### src/rtl/rxe_pkg.sv
package rxe_pkg;
   typedef enum logic {
      REG_CLR = 1'b0,
      REG_EN  = 1'b1
   } rxe_reg_e;

   localparam int CLR_RXERR_BIT  = 0;
   localparam int CLR_BUFERR_BIT = 1;
   localparam int EN_RXERR_BIT   = 0;
   localparam int EN_GLOBAL_BIT  = 1;
   localparam int REG_DW         = 2;
endpackage

### src/rtl/rxe_abort_det.sv
module rxe_abort_det (
   input  logic clk,
   input  logic rst_n,
   input  logic pkt_start,
   input  logic pkt_done,
   input  logic buf_full,
   input  logic bw_fail,
   input  logic cnt_full,
   output logic abort_now,
   output logic accept,
   output logic bw_hit,
   output logic pkt_abort
);
   logic active_q, active_d, live;

   assign live      = pkt_start | active_q;
   assign abort_now = live & (buf_full | bw_fail | cnt_full);
   assign accept    = live & pkt_done & ~abort_now;
   assign bw_hit    = live & bw_fail;

   always_comb begin
      if (abort_now)      active_d = 1'b0;
      else if (pkt_start) active_d = ~pkt_done;
      else                active_d = active_q & ~pkt_done;
   end

   always_ff @(posedge clk or negedge rst_n) begin
      if (!rst_n) begin
         active_q  <= 1'b0;
         pkt_abort <= 1'b0;
      end else begin
         active_q  <= active_d;
         pkt_abort <= abort_now;
      end
   end
endmodule

### src/rtl/rxe_pend_cnt.sv
module rxe_pend_cnt #(
   parameter int CNT_W = 8
) (
   input  logic             clk,
   input  logic             rst_n,
   input  logic             inc,
   input  logic             dec,
   output logic [CNT_W-1:0] cnt,
   output logic             cnt_full
);
   localparam logic [CNT_W-1:0] CNT_MAX = '1;
   localparam logic [CNT_W-1:0] CNT_ONE = CNT_W'(1);

   logic [CNT_W-1:0] cnt_q;
   logic             do_up, do_down;

   assign cnt_full = (cnt_q == CNT_MAX);
   assign do_up    = inc & ~dec & ~cnt_full;
   assign do_down  = dec & ~inc & (cnt_q != '0);
   assign cnt      = cnt_q;

   always_ff @(posedge clk or negedge rst_n) begin
      if (!rst_n)       cnt_q <= '0;
      else if (do_up)   cnt_q <= cnt_q + CNT_ONE;
      else if (do_down) cnt_q <= cnt_q - CNT_ONE;
   end
endmodule

### src/rtl/rxe_flags.sv
module rxe_flags
   import rxe_pkg::*;
#(
   parameter bit IRQ_REG = 1'b0
) (
   input  logic              clk,
   input  logic              rst_n,
   input  logic              abort_now,
   input  logic              bw_hit,
   input  logic              reg_we,
   input  logic              reg_sel,
   input  logic [REG_DW-1:0] reg_wdata,
   output logic              rx_err,
   output logic              buf_err,
   output logic              irq
);
   logic clr_wr, en_wr, rx_err_q, buf_err_q, en_rx_q, en_glb_q, irq_raw;

   assign clr_wr = reg_we & (rxe_reg_e'(reg_sel) == REG_CLR);
   assign en_wr  = reg_we & (rxe_reg_e'(reg_sel) == REG_EN);

   always_ff @(posedge clk or negedge rst_n) begin
      if (!rst_n) begin
         rx_err_q  <= 1'b0;
         buf_err_q <= 1'b0;
         en_rx_q   <= 1'b0;
         en_glb_q  <= 1'b0;
      end else begin
         if (abort_now)                             rx_err_q <= 1'b1;
         else if (clr_wr && reg_wdata[CLR_RXERR_BIT]) rx_err_q <= 1'b0;
         if (bw_hit)                                 buf_err_q <= 1'b1;
         else if (clr_wr && reg_wdata[CLR_BUFERR_BIT]) buf_err_q <= 1'b0;
         if (en_wr) begin
            en_rx_q  <= reg_wdata[EN_RXERR_BIT];
            en_glb_q <= reg_wdata[EN_GLOBAL_BIT];
         end
      end
   end

   assign irq_raw = rx_err_q & en_rx_q & en_glb_q;
   assign rx_err  = rx_err_q;
   assign buf_err = buf_err_q;

   generate
      if (IRQ_REG) begin : g_irq_reg
         logic irq_q;
         always_ff @(posedge clk or negedge rst_n) begin
            if (!rst_n) irq_q <= 1'b0;
            else        irq_q <= irq_raw;
         end
         assign irq = irq_q;
      end else begin : g_irq_comb
         assign irq = irq_raw;
      end
   endgenerate
endmodule

### src/rtl/rxerr_pktcnt.sv
module rxerr_pktcnt
   import rxe_pkg::*;
#(
   parameter int CNT_W   = 8,
   parameter bit IRQ_REG = 1'b0
) (
   input  logic              clk,
   input  logic              rst_n,
   input  logic              pkt_start,
   input  logic              pkt_done,
   input  logic              buf_full,
   input  logic              bw_fail,
   input  logic              pkt_dec,
   input  logic              reg_we,
   input  logic              reg_sel,
   input  logic [REG_DW-1:0] reg_wdata,
   output logic [CNT_W-1:0]  pend_cnt,
   output logic              rx_err,
   output logic              buf_err,
   output logic              pkt_abort,
   output logic              irq
);
   generate
      if (CNT_W < 2 || CNT_W > 16) begin : g_bad_cnt_w
         $error("rxerr_pktcnt: CNT_W must lie in 2..16");
      end
   endgenerate

   logic abort_now, accept, bw_hit, cnt_full;

   rxe_abort_det u_det (
      .clk       (clk),
      .rst_n     (rst_n),
      .pkt_start (pkt_start),
      .pkt_done  (pkt_done),
      .buf_full  (buf_full),
      .bw_fail   (bw_fail),
      .cnt_full  (cnt_full),
      .abort_now (abort_now),
      .accept    (accept),
      .bw_hit    (bw_hit),
      .pkt_abort (pkt_abort)
   );

   rxe_pend_cnt #(.CNT_W(CNT_W)) u_cnt (
      .clk      (clk),
      .rst_n    (rst_n),
      .inc      (accept),
      .dec      (pkt_dec),
      .cnt      (pend_cnt),
      .cnt_full (cnt_full)
   );

   rxe_flags #(.IRQ_REG(IRQ_REG)) u_flags (
      .clk       (clk),
      .rst_n     (rst_n),
      .abort_now (abort_now),
      .bw_hit    (bw_hit),
      .reg_we    (reg_we),
      .reg_sel   (reg_sel),
      .reg_wdata (reg_wdata),
      .rx_err    (rx_err),
      .buf_err   (buf_err),
      .irq       (irq)
   );
endmodule

### config.mk
export PLATFORM = sky130hd
export DESIGN_NAME = rxerr_pktcnt
export DESIGN_NICKNAME = d
export VERILOG_FILES = /design/src/rtl/rxe_pkg.sv /design/src/rtl/rxe_abort_det.sv /design/src/rtl/rxe_pend_cnt.sv /design/src/rtl/rxe_flags.sv /design/src/rtl/rxerr_pktcnt.sv
export SDC_FILE = /design/constraint.sdc
export NUM_CORES = 1
export LEC_CHECK = 0
export BUFFER_PORTS_ARGS = -buffer_cell sky130_fd_sc_hd__buf_2
export CAP_MARGIN = 20
export CORE_MARGIN = 2
export CORE_UTILIZATION = 52
export CTS_CLUSTER_SIZE = 30
export DETAILED_ROUTE_END_ITERATION = 10
export GPL_TIMING_DRIVEN = 0
export HOLD_SLACK_MARGIN = 0.03
export PLACE_DENSITY_LB_ADDON = 0.15
export SKIP_LAST_GASP = 1
export SYNTH_ARGS = -nofsm -noshare
export SYNTH_HDL_FRONTEND = slang
export SYNTH_SLANG_ARGS = --single-unit
### constraint.sdc
create_clock -name clk -period 5.24 [get_ports clk]
set_input_delay 1.048 -clock clk [delete_from_list [all_inputs] [get_ports clk]]
set_output_delay 1.048 -clock clk [all_outputs]
set_load 0.01 [all_outputs]
After elaboration in Yosys (flattened, before gate mapping)
Cells that the tools add are included.
{"block": "word_totals", "word_cells": 46, "regBits": 14, "out_inout_bits": 12, "input_bits": 11}
{"block": "op_classes", "bitwise_logic": 22, "muxes": 8, "reduce_logical": 6, "addsub": 2, "eq_ne": 1}
{"op": "$mux 8", "count": 2}
{"op": "$and 1x1->1", "count": 13}
{"op": "$add 8x1->8 const B", "count": 1}
{"op": "$eq 8x8->1 const B", "count": 1}
{"op": "$reduce_bool 8->1", "count": 1}
{"op": "$sub 8x1->8 const B", "count": 1}
{"op": "$mux 1", "count": 6}
{"op": "$not 1->1", "count": 6}
{"op": "$reduce_bool 2->1", "count": 3}
{"op": "$or 1x1->1", "count": 3}
{"op": "$logic_and 1x1->1", "count": 2}

Logic depth before layout (Yosys ltp)
Gate-level depths: netlist of run 1.
{"block": "depth", "depth_word": 10, "ltp_mapped": 10, "mapped_depth_nobuf": 10}

Hierarchy
A second synthesis of run 1 with hierarchy kept.
{"block": "unflattened", "hier_cells": 92, "hier_area_um2": 1003.5}
{"module": "rxe_pend_cnt", "seq_area_each_um2": 200.2, "cells_each": 72, "instances": 1, "area_per_inst_um2": 733.2}
{"module": "rxe_flags", "seq_area_each_um2": 100.1, "cells_each": 12, "instances": 1, "area_per_inst_um2": 172.7}
{"module": "rxe_abort_det", "seq_area_each_um2": 50.0, "cells_each": 8, "instances": 1, "area_per_inst_um2": 97.6}

Worst setup path after synthesis of run 1
OpenSTA, ideal clock, no wires.
{"block": "synth_path", "path_type": "input to register", "startpoint": "input bw_fail", "endpoint": "register u_cnt.cnt_q[6], in the netlist u_cnt.cnt[6]", "n_path_buf": 0, "slack_ps": 2150, "t_arrival_ps": 2965, "cell_stages": 10, "t_required_ps": 5115, "setup_time_ps": 125, "cell_sequence": "nor2_1 -> o21ai_2 -> nor4_2 -> inv_1 -> fa_1 -> a21oi_1 -> o211ai_1 -> a21oi_1 -> xnor2_1 -> mux2_2"}
{"block": "synth_via", "elab_chain_cells": 9, "word_cells_on_any_way": 12, "classes_between": "1 x mux; 10 x bitwise; 1 x reduce/logical"}
{"element": "start: declaration", "line": "rxerr_pktcnt.sv:12", "rtl": "input logic bw_fail,"}
{"element": "$or 1x1->1 (*) (2 in a row)", "line": "rxe_abort_det.sv:17", "rtl": "assign abort_now = live & (buf_full | bw_fail | cnt_full);"}
{"element": "$and 1x1->1 (*)", "line": "rxe_abort_det.sv:17"}
{"element": "$not 1->1 (*)", "line": "rxe_abort_det.sv:18", "rtl": "assign accept = live & pkt_done & ~abort_now;"}
{"element": "$and 1x1->1 (*)", "line": "rxe_abort_det.sv:18"}
{"element": "$not 1->1", "line": "rxe_pend_cnt.sv:19", "rtl": "assign do_down = dec & ~inc & (cnt_q != '0);"}
{"element": "$and 1x1->1 (2 in a row)", "line": "rxe_pend_cnt.sv:19"}
{"element": "$reduce_bool 2->1 (no line)"}
{"element": "end signal: assignment", "line": "rxe_pend_cnt.sv:24", "rtl": "else if (do_up) cnt_q <= cnt_q + CNT_ONE;"}
{"element": "end signal: assignment", "line": "rxe_pend_cnt.sv:25", "rtl": "else if (do_down) cnt_q <= cnt_q - CNT_ONE;"}
{"element": "end: declaration", "line": "rxe_pend_cnt.sv:14", "rtl": "logic [CNT_W-1:0] cnt_q;"}
Mark *: on every way between the ends. The rest lies on a longest branch, timed or not.
A chain may end at the register's enable or synchronous reset.

Final worst setup path of run 1
Same ends and word-level chain as after synthesis.

==> metrics, run 1 <==
outcome finished, final reports clean; Area Growth Syn to Fin 19.5%; CP endpoint kind register; post-synthesis xor/xnor area fraction approximately 7%; sequential power share 34.8%; Psw roughly 0.22 mW; Startpoint Class input pin; crit share post-route 60.1%; post-cts sizing count 0; min-delay worst type register to register; sw frac about two fifths; ant diodes 0; hold_sp u_flags.buf_err; CTS tree yes; fillers 124; Layout Utilization 66.8%; fmax 0.317 GHz; CTS HTree Levels 1; final net count 122; Slew Limit Fails 0; vias per cell 5.46; die span in y 44.5 um; critical path type input pin to register; Worst IR Drop VDD ~0.28 mV; CP arrival roughly 3.3 ns; initial antenna violation count 0; worst r2r dst u_cnt.cnt[6]; Rows 14; Clock Tree Buf Depth 2; Seq/Total Area, Yosys between 40% and 50%; Worst R2R Setup Slack 2.49 ns; power share of the clock group 13.2%; Ports 23; largest net degree at the start of global routing 15; Power Total 0.569 mW; pre-CTS worst setup slack 1.80 ns; post-synthesis register bit count 14; synthesized instance count 77; fin crit period approximately 3.2 ns; initial drt markers 4; pwr/cell area 559 nW/um2; Post-CTS Setup Inserts 0; final wirelength between 1000 and 1500 um; Slew @ Worst Pin 0.456 ns; wire per inst approximately 13 um; Power Internal 0.346 mW; total track usage between 15 and 20%; worst clock skew 0.00109 ns; DR vias 650; Hold Buf Count CTS 0; Yosys warnings 0; Final TNS setup 0 ns; post-synthesis mux area share 12.2%; Die X-Extent about 44 um; MaxCap Viol Count 0; r2r worst-path depth 10; starting density of the core between 50% and 60%; vias in the first global route around 600; total clock sinks 14; DRC violations left 0; combinational cell fraction of total power 52.1%; dpl cell area 982 um2; grt total ovfl 0; first-pass GRT wire length roughly 2400 um; Hold Path Cell Cnt 2; Final setup viols 0; routability cong. 0.691; Post-Synthesis Cell Area 852 um2; Final Hold Violating Endpoints 0; fin area a little over 1000 um2; Critical Path RT about 5.4 ns; Max FO, Critical Path 7; Final ANT Viol Nets 0; TritonRoute pass-1 iters 5; DPL Wire Length 1210 um; P_leak 0.465 nW; Clock transition at path regs 0.08 ns; Setup WS post-layout 2.09 ns; core box area roughly 1500 um2; register area 350 um2; RSZ-0062 raised after global routing no; root buf cell clkbuf_4; simple-gate share of the synthesized area 14.5%; I/O Buffers 22; die area slightly below 2000 um2; post-synthesis compound-gate area fraction between 10% and 20%; largest family of logic cells by synthesized area simple AND/OR/NAND/NOR gates; clk_lat worst skew 0.27 ns; area taken by multi-input logic gates a little under 500 um2; Reg2Reg Launch Point u_cnt.cnt[0]; Num CTS Buffers 3; relative slew slack just under 70%; synthesized area per cell 11.1 um2; Synth cell types 27; syn_nets 95; ratio of cells with drive above 1 in the final layout 37.9%; Adder-Cell Fraction of Synth Area 11.2%; hold endpoint u_flags.buf_err
[logic make-up (layout without fill, tap and decap cells)]
| family | Yosys count | in the layout |
|---|---|---|
| xor gates and xnor gates | 7 | 7 |
| AOI/OAI and AO/OA | 14 | 14 |
| adders and majority gates | 7 | 7 |
| muxes | 9 | 9 |
| and+or+nand+nor | 23 | 23 |
| buffers and inverters | 3 | 29 |
| DFF | 14 | 14 |
[worst max path at each step]
stage                        from      endpoint  slack (ns)  depth (start not counted)
after detailed placement  bw_fail  u_cnt.cnt[6]        1.80                         11
after global placement    bw_fail  u_cnt.cnt[6]        1.83                         11
after CTS                 bw_fail  u_cnt.cnt[6]        2.07                         11
after floorplan           bw_fail  u_cnt.cnt[6]        2.15                         10
final                     bw_fail  u_cnt.cnt[6]        2.09                         11
after global routing      bw_fail  u_cnt.cnt[6]        1.90                         11
[cells in the mapped netlist]
master    instances  share of area [%]
and3_1            1               0.73
nand4_1           2                1.5
nor4_2            1                1.5
a21o_1            2                1.8
o31ai_1           1               0.88
a21oi_2           1                1.0
fa_1              1                2.3
nand2_1           9                4.0
nor3_1            1               0.59
inv_1             3                1.3
dfrtp_1          14                 41
o21ai_0           2                1.2
ha_1              6                8.8
xnor2_1           5                5.1
nor4_1            2                1.5
a21oi_1           4                2.3
o21ai_2           1                1.0
o311a_4           1                2.5
mux2i_1           1                1.2
o21a_1            1               0.88
o211ai_1          1               0.88
mux2_4            1                1.8
mux2_2            7                9.3
xor2_1            2                2.1
nor2b_1           3                2.2
nor2_4            1                1.3
nor2_1            3                1.3
[per-layer routing]
layer  GRT usage, %  routed length, um
met1           20.3                670
met2           29.0                738
met3           1.22                 57
met4           12.7                 22
met5              0                  0
[critical path: stages]
cell and delay, ns:
buf_2 0.10, nor2_1 0.12, o21ai_2 0.10, nor4_2 0.35, inv_1 0.26, fa_1 0.45, a21oi_1 0.23, o211ai_1 0.13
a21oi_1 0.19, xnor2_1 0.08, mux2_2 0.25
[cell type report]
class	instances	share of cell area, %
Multi-Input combinational cell	60	48.2
Tap cell	16	1.97
Clock buffer	4	3.56
Inverter	3	1.11
Sequential cell	14	34.4
Timing Repair Buffer	22	10.8
[state kept, by name, indices dropped and copies added, names as in the netlist]
register	count
u_flags.en_glb_q	1
u_det.pkt_abort	1
u_cnt.cnt	8
u_flags.buf_err	1
u_det.active_q	1
u_flags.en_rx_q	1
u_flags.rx_err	1
[cells in the final DEF, fill, tap and decap left out, types with 2 or more instances in the layout]
cell type and count:
dfrtp_1 14, clkbuf_4 3, mux2_2 7, a21oi_1 4
nor2b_1 3, buf_2 22, o21ai_0 2, a21o_1 2
xor2_1 2, nor4_1 2, xnor2_1 5, ha_1 6
nand2_1 9, nor2_1 3, nand4_1 2, inv_1 3
[power groups by stage]
stage	registers, mW	clock network, mW	logic (mW)
floorplan	0.205	0	0.212
global placement	0.197	0	0.291
detailed placement	0.199	0	0.299
CTS	0.198	0.0771	0.301
global route	0.205	0.0801	0.334
finish	0.198	0.0749	0.296
[metrics by stage]
stage	instances	hold slack (ns)
after global routing	119	0.521
after floorplan	77	0.471
after detailed placement	115	0.472
after CTS	119	0.492
after global placement	115	0.454
final	119	0.481
(Power assumes the default switching activity.)
==> run 2: changes to the inputs <==
CORE_UTILIZATION = 45   (was 52)
clock period = 2.85 ns   (was 5.24 ns; I/O delays follow)
==> run 2 against run 1 <==
Effect of this change: cell area up 2.0%; clock skew up 0.0040 ns; critical endpoint unchanged; flip-flop and latch count unchanged; critical path depth down 1; register-to-register slack worse by 2.3 ns; first-iteration DRC count down 75%; setup slack worse by 1.9 ns; via count up 1.7%; clock power up 90%; cell count up 7.6%.
==> metrics, run 2 (synthesized netlist as in run 1, its figures left out) <==
Metal-1 WL 748 um (was 670 um); critical path type register to register (was input pin to register); Critical Path, Cell by Cell nand4_1, o21ai_2, nor4_4, inv_1, fa_1, a21oi_1, o211ai_1, a21oi_1, xnor2_1, mux2_2 (was buf_2, nor2_1, o21ai_2, nor4_2, inv_1, fa_1, a21oi_1, o211ai_1, a21oi_1, xnor2_1, mux2_2); total track usage 16.9% (was 17.2%); Post-CTS Setup Inserts 0 (unchanged); I/O Buffers 22 (unchanged); routability cong. 0.702 (was 0.691); initial antenna violation count 0 (unchanged); MaxCap Viol Count 0 (unchanged); DRC violations left 0 (unchanged); CTS tree yes (unchanged); metal3 WL 71 um (was 57 um); worst clock skew 0.00511 ns (was 0.00109 ns); CP dominant cell by count a21oi_1 (unchanged); ratio of cells with drive above 1 in the final layout 37.9% (unchanged); Worst IR Drop VDD 0.569 mV (was 0.277 mV); first-pass GRT wire length 2610 um (was 2410 um); Max stage delay cell, worst path fa_1 (unchanged); core box area 1750 um2 (was 1520 um2); largest net degree at the start of global routing 15 (unchanged); Die X-Extent 47.5 um (was 44.5 um); total clock sinks 14 (unchanged); CP endpoint kind register (unchanged); pwr/cell area 1030 nW/um2 (was 559 nW/um2); Slew Limit Fails 0 (unchanged); outcome finished, final reports clean (unchanged); Hold WS 0.166 ns (was 0.481 ns); vias per cell 5.16 (was 5.46); Final Hold Violating Endpoints 0 (unchanged); Rows 15 (was 14); initial drt markers 1 (was 4); relative slew slack 74.3% (was 69.4%); die area 2260 um2 (was 1980 um2); Num CTS Buffers 3 (unchanged); DPL Wire Length 1330 um (was 1210 um); CP arrival 2.79 ns (was 3.31 ns); P_leak 0.467 nW (was 0.465 nW); Layout Utilization 59.5% (was 66.8%); fmax 0.381 GHz; fin crit period 2.62 ns; final wirelength 1670 um (was 1490 um); vias in the first global route 633 (was 595); Clock transition at path regs 0.09 ns (was 0.08 ns); Critical Path RT 3.02 ns (was 5.40 ns); max reg flops 8 (unchanged); most frequent cells in the layout 22 x buf_2, 14 x dfrtp_1, 9 x nand2_1 (unchanged); starting density of the core 48.8% (was 55.9%); Top delay family on crit path compound AO/OA/AOI/OAI gates (unchanged); CP peak stage delay 0.45 ns (about the same); crit share post-route 92.0%; WP buf/inv 1 (was 2); Slew @ Worst Pin 0.385 ns (was 0.456 ns); Ports 23 (unchanged); clk_lat worst skew 0.28 ns (was 0.27 ns); Area Growth Syn to Fin 21.9% (was 19.5%); Final ANT Viol Nets 0 (unchanged); DR vias 661 (was 650); die span in y 47.5 um (was 44.5 um); Max FO, Critical Path 7 (unchanged); TritonRoute pass-1 iters 3 (was 5); uppermost layer routed met4 (unchanged); Final setup viols 0 (unchanged); root buf cell clkbuf_4 (unchanged); RSZ-0062 raised after global routing no (unchanged); commonest non-fill, non-tap cell in the layout buf_2 (unchanged); grt total ovfl 0 (unchanged); ant diodes 0 (unchanged); CTS HTree Levels 1 (unchanged); Clock Tree Buf Depth 2 (unchanged); min-delay worst type input pin to async pin (was register to register); Startpoint Class register (was input pin); wire per inst 13.1 um (was 12.5 um); routed wire length on met2 834 um (was 738 um); final net count 122 (unchanged)
-- run 2: cell count changes in the layout (fill, tap and decap cells not counted) --
cell	delta
nor4_4	+1
nor4_2	-1
-- run 2: metal layers --
metal	up-vias	track usage, %
met2	18	30.0
met1	308	19.5
met3	2	1.51
met5	-	0
li1	333	-
met4	0	10.0
-- run 2: report_power, final --
| part | total (mW) | switching, mW | internal, mW | leakage, nW |
|---|---|---|---|---|
| sequential | 0.365 | 0.0961 | 0.269 | 0.163 |
| combinational | 0.561 | 0.269 | 0.292 | 0.283 |
| clock | 0.142 | 0.0645 | 0.0777 | 0.0210 |
-- run 2: worst paths after layout --
check,depth (start not counted),start,endpoint,slack (ns)
worst max-delay path,10,u_cnt.cnt[5],u_cnt.cnt[6],0.23
worst min-delay path,1,rst_n,u_flags.rx_err,0.17
worst max register to register,10,u_cnt.cnt[5],u_cnt.cnt[6],0.23
worst min register to register,2,u_flags.buf_err,u_flags.buf_err,0.47
max in group asynchronous,1,rst_n,u_flags.buf_err,2.45
min in group clk,2,pkt_done,u_det.active_q,0.46
-- run 2: repair_timing --
| item | 4_1_cts | 5_1_grt |
|---|---|---|
| gates resized for setup | 0 | 1 |
| endpoints found under the setup margin | 0 | 3 |
| hold buffers | 0 | 0 |
-- run 2: stage by stage --
| step | instance area [um2] | instances | power [mW] | setup TNS [ns] | setup slack, ns |
|---|---|---|---|---|---|
| global placement | 993 | 124 | 0.901 | -0.208 | -0.128 |
| finish | 1040 | 128 | 1.07 | 0 | 0.229 |
| global route | 1040 | 128 | 1.16 | 0 | 0.0338 |
| detailed placement | 993 | 124 | 0.929 | -0.214 | -0.137 |
| floorplan | 852 | 77 | 0.767 | 0 | 0.238 |
| CTS | 1030 | 128 | 1.08 | 0 | 0.0757 |
-- run 2: cell type report --
| type | count | area [um2] |
|---|---|---|
| Fill cell | 161 | 707 |
| Timing Repair Buffer | 22 | 110 |
| Inverter | 3 | 11.3 |
| Clock buffer | 4 | 36.3 |
| Sequential cell | 14 | 350 |
| Multi-Input combinational cell | 60 | 499 |
| Tap cell | 25 | 31.3 |
==> run 3: changes to the inputs <==
CORE_UTILIZATION = 40   (was 45)
==> run 3 against run 2 <==
Effect of this change: global-route usage decreased by 1.2 points; largest cell class unchanged; core utilization decreased by 7.7 points; critical endpoint unchanged; combinational power decreased by 1%; via count decreased by 1.8%; wire length decreased by 5.9%; cell area decreased by 1.1%.
==> metrics, run 3 (synthesized netlist as in run 1, its figures left out) <==
max reg flops 8 (unchanged); final cell count without fillers 129 (was 128); Die X-Extent 50.2 um (was 47.5 um); first-pass GRT wire length 2880 um (was 2610 um); Top delay family on crit path compound AO/OA/AOI/OAI gates (unchanged); DPL Wire Length 1250 um (was 1330 um); Hold Buf Count CTS 0 (unchanged); DR vias 649 (was 661); total track usage 15.6% (was 16.9%); min-delay worst type input pin to async pin (unchanged); root buf cell clkbuf_4 (unchanged); Final TNS setup 0 ns (unchanged); Psw 0.416 mW (was 0.429 mW); final wirelength 1580 um (was 1670 um); initial drt markers 8 (was 1); Max stage delay cell, worst path dfrtp_1 (was fa_1); outcome finished, final reports clean (unchanged); r2r worst-path depth 10 (unchanged); clk_lat worst skew 0.28 ns (about the same); CP dominant cell by count a21oi_1 (unchanged); Critical Path RT 3.02 ns (about the same); grt total ovfl 0 (unchanged); Critical Path Start u_cnt.cnt[0] (was u_cnt.cnt[5]); crit share post-route 89.2% (was 92.0%); Clock transition at path regs 0.08 ns (was 0.09 ns); die area 2520 um2 (was 2260 um2); Worst IR Drop VDD 0.458 mV (was 0.569 mV); total clock sinks 14 (unchanged); Metal-1 WL 720 um (was 748 um); fin crit period 2.54 ns (was 2.62 ns); fmax 0.393 GHz (was 0.381 GHz); ant diodes 0 (unchanged); CTS HTree Levels 1 (unchanged); die span in y 50.2 um (was 47.5 um); CTS tree yes (unchanged); Critical Path, Cell by Cell nand4_1, o21ai_2, nor4_4, inv_2, fa_1, a21oi_1, o211ai_1, a21oi_1, xnor2_1, mux2_2 (was nand4_1, o21ai_2, nor4_4, inv_1, fa_1, a21oi_1, o211ai_1, a21oi_1, xnor2_1, mux2_2); worst clock skew 0.00195 ns (was 0.00511 ns); CP endpoint kind register (unchanged); DRC violations left 0 (unchanged); RSZ-0062 raised after global routing no (unchanged); Startpoint Class register (unchanged); routability cong. 0.672 (was 0.702); combinational cell fraction of total power 53.9% (was 52.5%); uppermost layer routed met4 (unchanged); wire per inst 12.2 um (was 13.1 um); Max FO, Critical Path 7 (unchanged); most frequent cells in the layout 22 x buf_2, 14 x dfrtp_1, 9 x nand2_1 (unchanged); starting density of the core 43.0% (was 48.8%); Worst path depth 10 (unchanged); CP arrival 2.71 ns (was 2.79 ns); sw frac 40.6% (was 40.2%); largest net degree at the start of global routing 15 (unchanged); P_leak 0.460 nW (was 0.467 nW); WP buf/inv 1 (unchanged); routed wire length on met2 722 um (was 834 um); core box area 1980 um2 (was 1750 um2); power share of the clock group 10.8% (was 13.3%); metal3 WL 84 um (was 71 um); Num CTS Buffers 3 (unchanged); sequential power share 35.2% (was 34.2%); Slew Limit Fails 0 (unchanged); Power Internal 0.609 mW (was 0.639 mW); initial antenna violation count 0 (unchanged); vias per cell 5.03 (was 5.16); vias in the first global route 632 (was 633); Area Growth Syn to Fin 20.6% (was 21.9%); pwr/cell area 998 nW/um2 (was 1030 nW/um2); Final Hold Violating Endpoints 0 (unchanged); Clock Tree Buf Depth 2 (unchanged); Final setup viols 0 (unchanged); CP peak stage delay 0.46 ns (was 0.45 ns); commonest non-fill, non-tap cell in the layout buf_2 (unchanged); final net count 122 (unchanged); TritonRoute pass-1 iters 2 (was 3); MaxCap Viol Count 0 (unchanged); Final ANT Viol Nets 0 (unchanged); ratio of cells with drive above 1 in the final layout 38.2% (was 37.9%); Reg2Reg Launch Point u_cnt.cnt[0] (was u_cnt.cnt[5]); Slew @ Worst Pin 0.375 ns (was 0.385 ns); relative slew slack 74.9% (was 74.3%); critical path type register to register (unchanged); Post-Place Cells 126 (was 124); Rows 16 (was 15); Ports 23 (unchanged); I/O Buffers 22 (unchanged); fillers 193 (was 161)
[run 3: changes by cell type in the layout (fill, tap and decap cells not counted)]
cell,change
inv_2,+1
inv_1,-1
clkbuf_8,-1
[run 3: per-stage QoR]
| step | area, um2 | hold WS, ns | utilization, % | total power, mW | worst slack [ns] |
|---|---|---|---|---|---|
| 2_1_floorplan | 852 | 0.274 | - | 0.767 | 0.238 |
| 3_3_place_gp | 996 | 0.455 | 50.3 | 0.905 | -0.146 |
| 3_5_place_dp | 996 | 0.458 | 50.3 | 0.924 | -0.139 |
| 4_1_cts | 1020 | 0.176 | 51.4 | 1.04 | 0.0841 |
| 5_1_grt | 1030 | 0.187 | 51.8 | 1.14 | 0.0574 |
| 6_report | 1030 | 0.169 | 51.8 | 1.03 | 0.307 |
[run 3: metal layers]
metal,global-route usage [%],vias up
li1,-,329
met1,22.2,295
met2,22.4,20
met3,2.08,5
met4,9.72,0
met5,0,-
[run 3: path summary, 6_finish.rpt]
check	slack (ns)	end
hold / removal	0.17	u_flags.en_glb_q
hold reg to reg	0.48	u_flags.buf_err
max in group asynchronous	2.45	u_det.pkt_abort
setup / recovery	0.31	u_cnt.cnt[6]
setup reg to reg	0.31	u_cnt.cnt[6]
min in group clk	0.46	u_det.active_q
[run 3: final cells by class]
| type | instances | area (um2) | share of cell area [%] |
|---|---|---|---|
| multi-input combinational | 60 | 499 | 48.6 |
| timing repair buffer | 22 | 110 | 10.7 |
| tap | 27 | 33.8 | 3.29 |
| inverter | 3 | 11.3 | 1.10 |
| clock buffer | 3 | 22.5 | 2.19 |
| sequential | 14 | 350 | 34.1 |
[run 3: worst register-to-register path, stage by stage (launching register included)]
cell and delay, ns:
dfrtp_1 0.46, nand4_1 0.14, o21ai_2 0.10, nor4_4 0.26, inv_2 0.16, fa_1 0.43, a21oi_1 0.23, o211ai_1 0.13
a21oi_1 0.19, xnor2_1 0.08, mux2_2 0.25
[run 3: power groups by stage]
stage | Combinational (mW) | Sequential, mW | Clock, mW
finish | 0.553 | 0.361 | 0.111
global route | 0.637 | 0.381 | 0.127
CTS | 0.559 | 0.363 | 0.114
detailed placement | 0.556 | 0.368 | 0
global placement | 0.542 | 0.362 | 0
floorplan | 0.389 | 0.378 | 0
[run 3: timing repair]
action | 4_1_cts | 5_1_grt
resized for setup | 0 | 2
endpoints found under the setup margin | 0 | 4
buffers inserted | 0 | 0
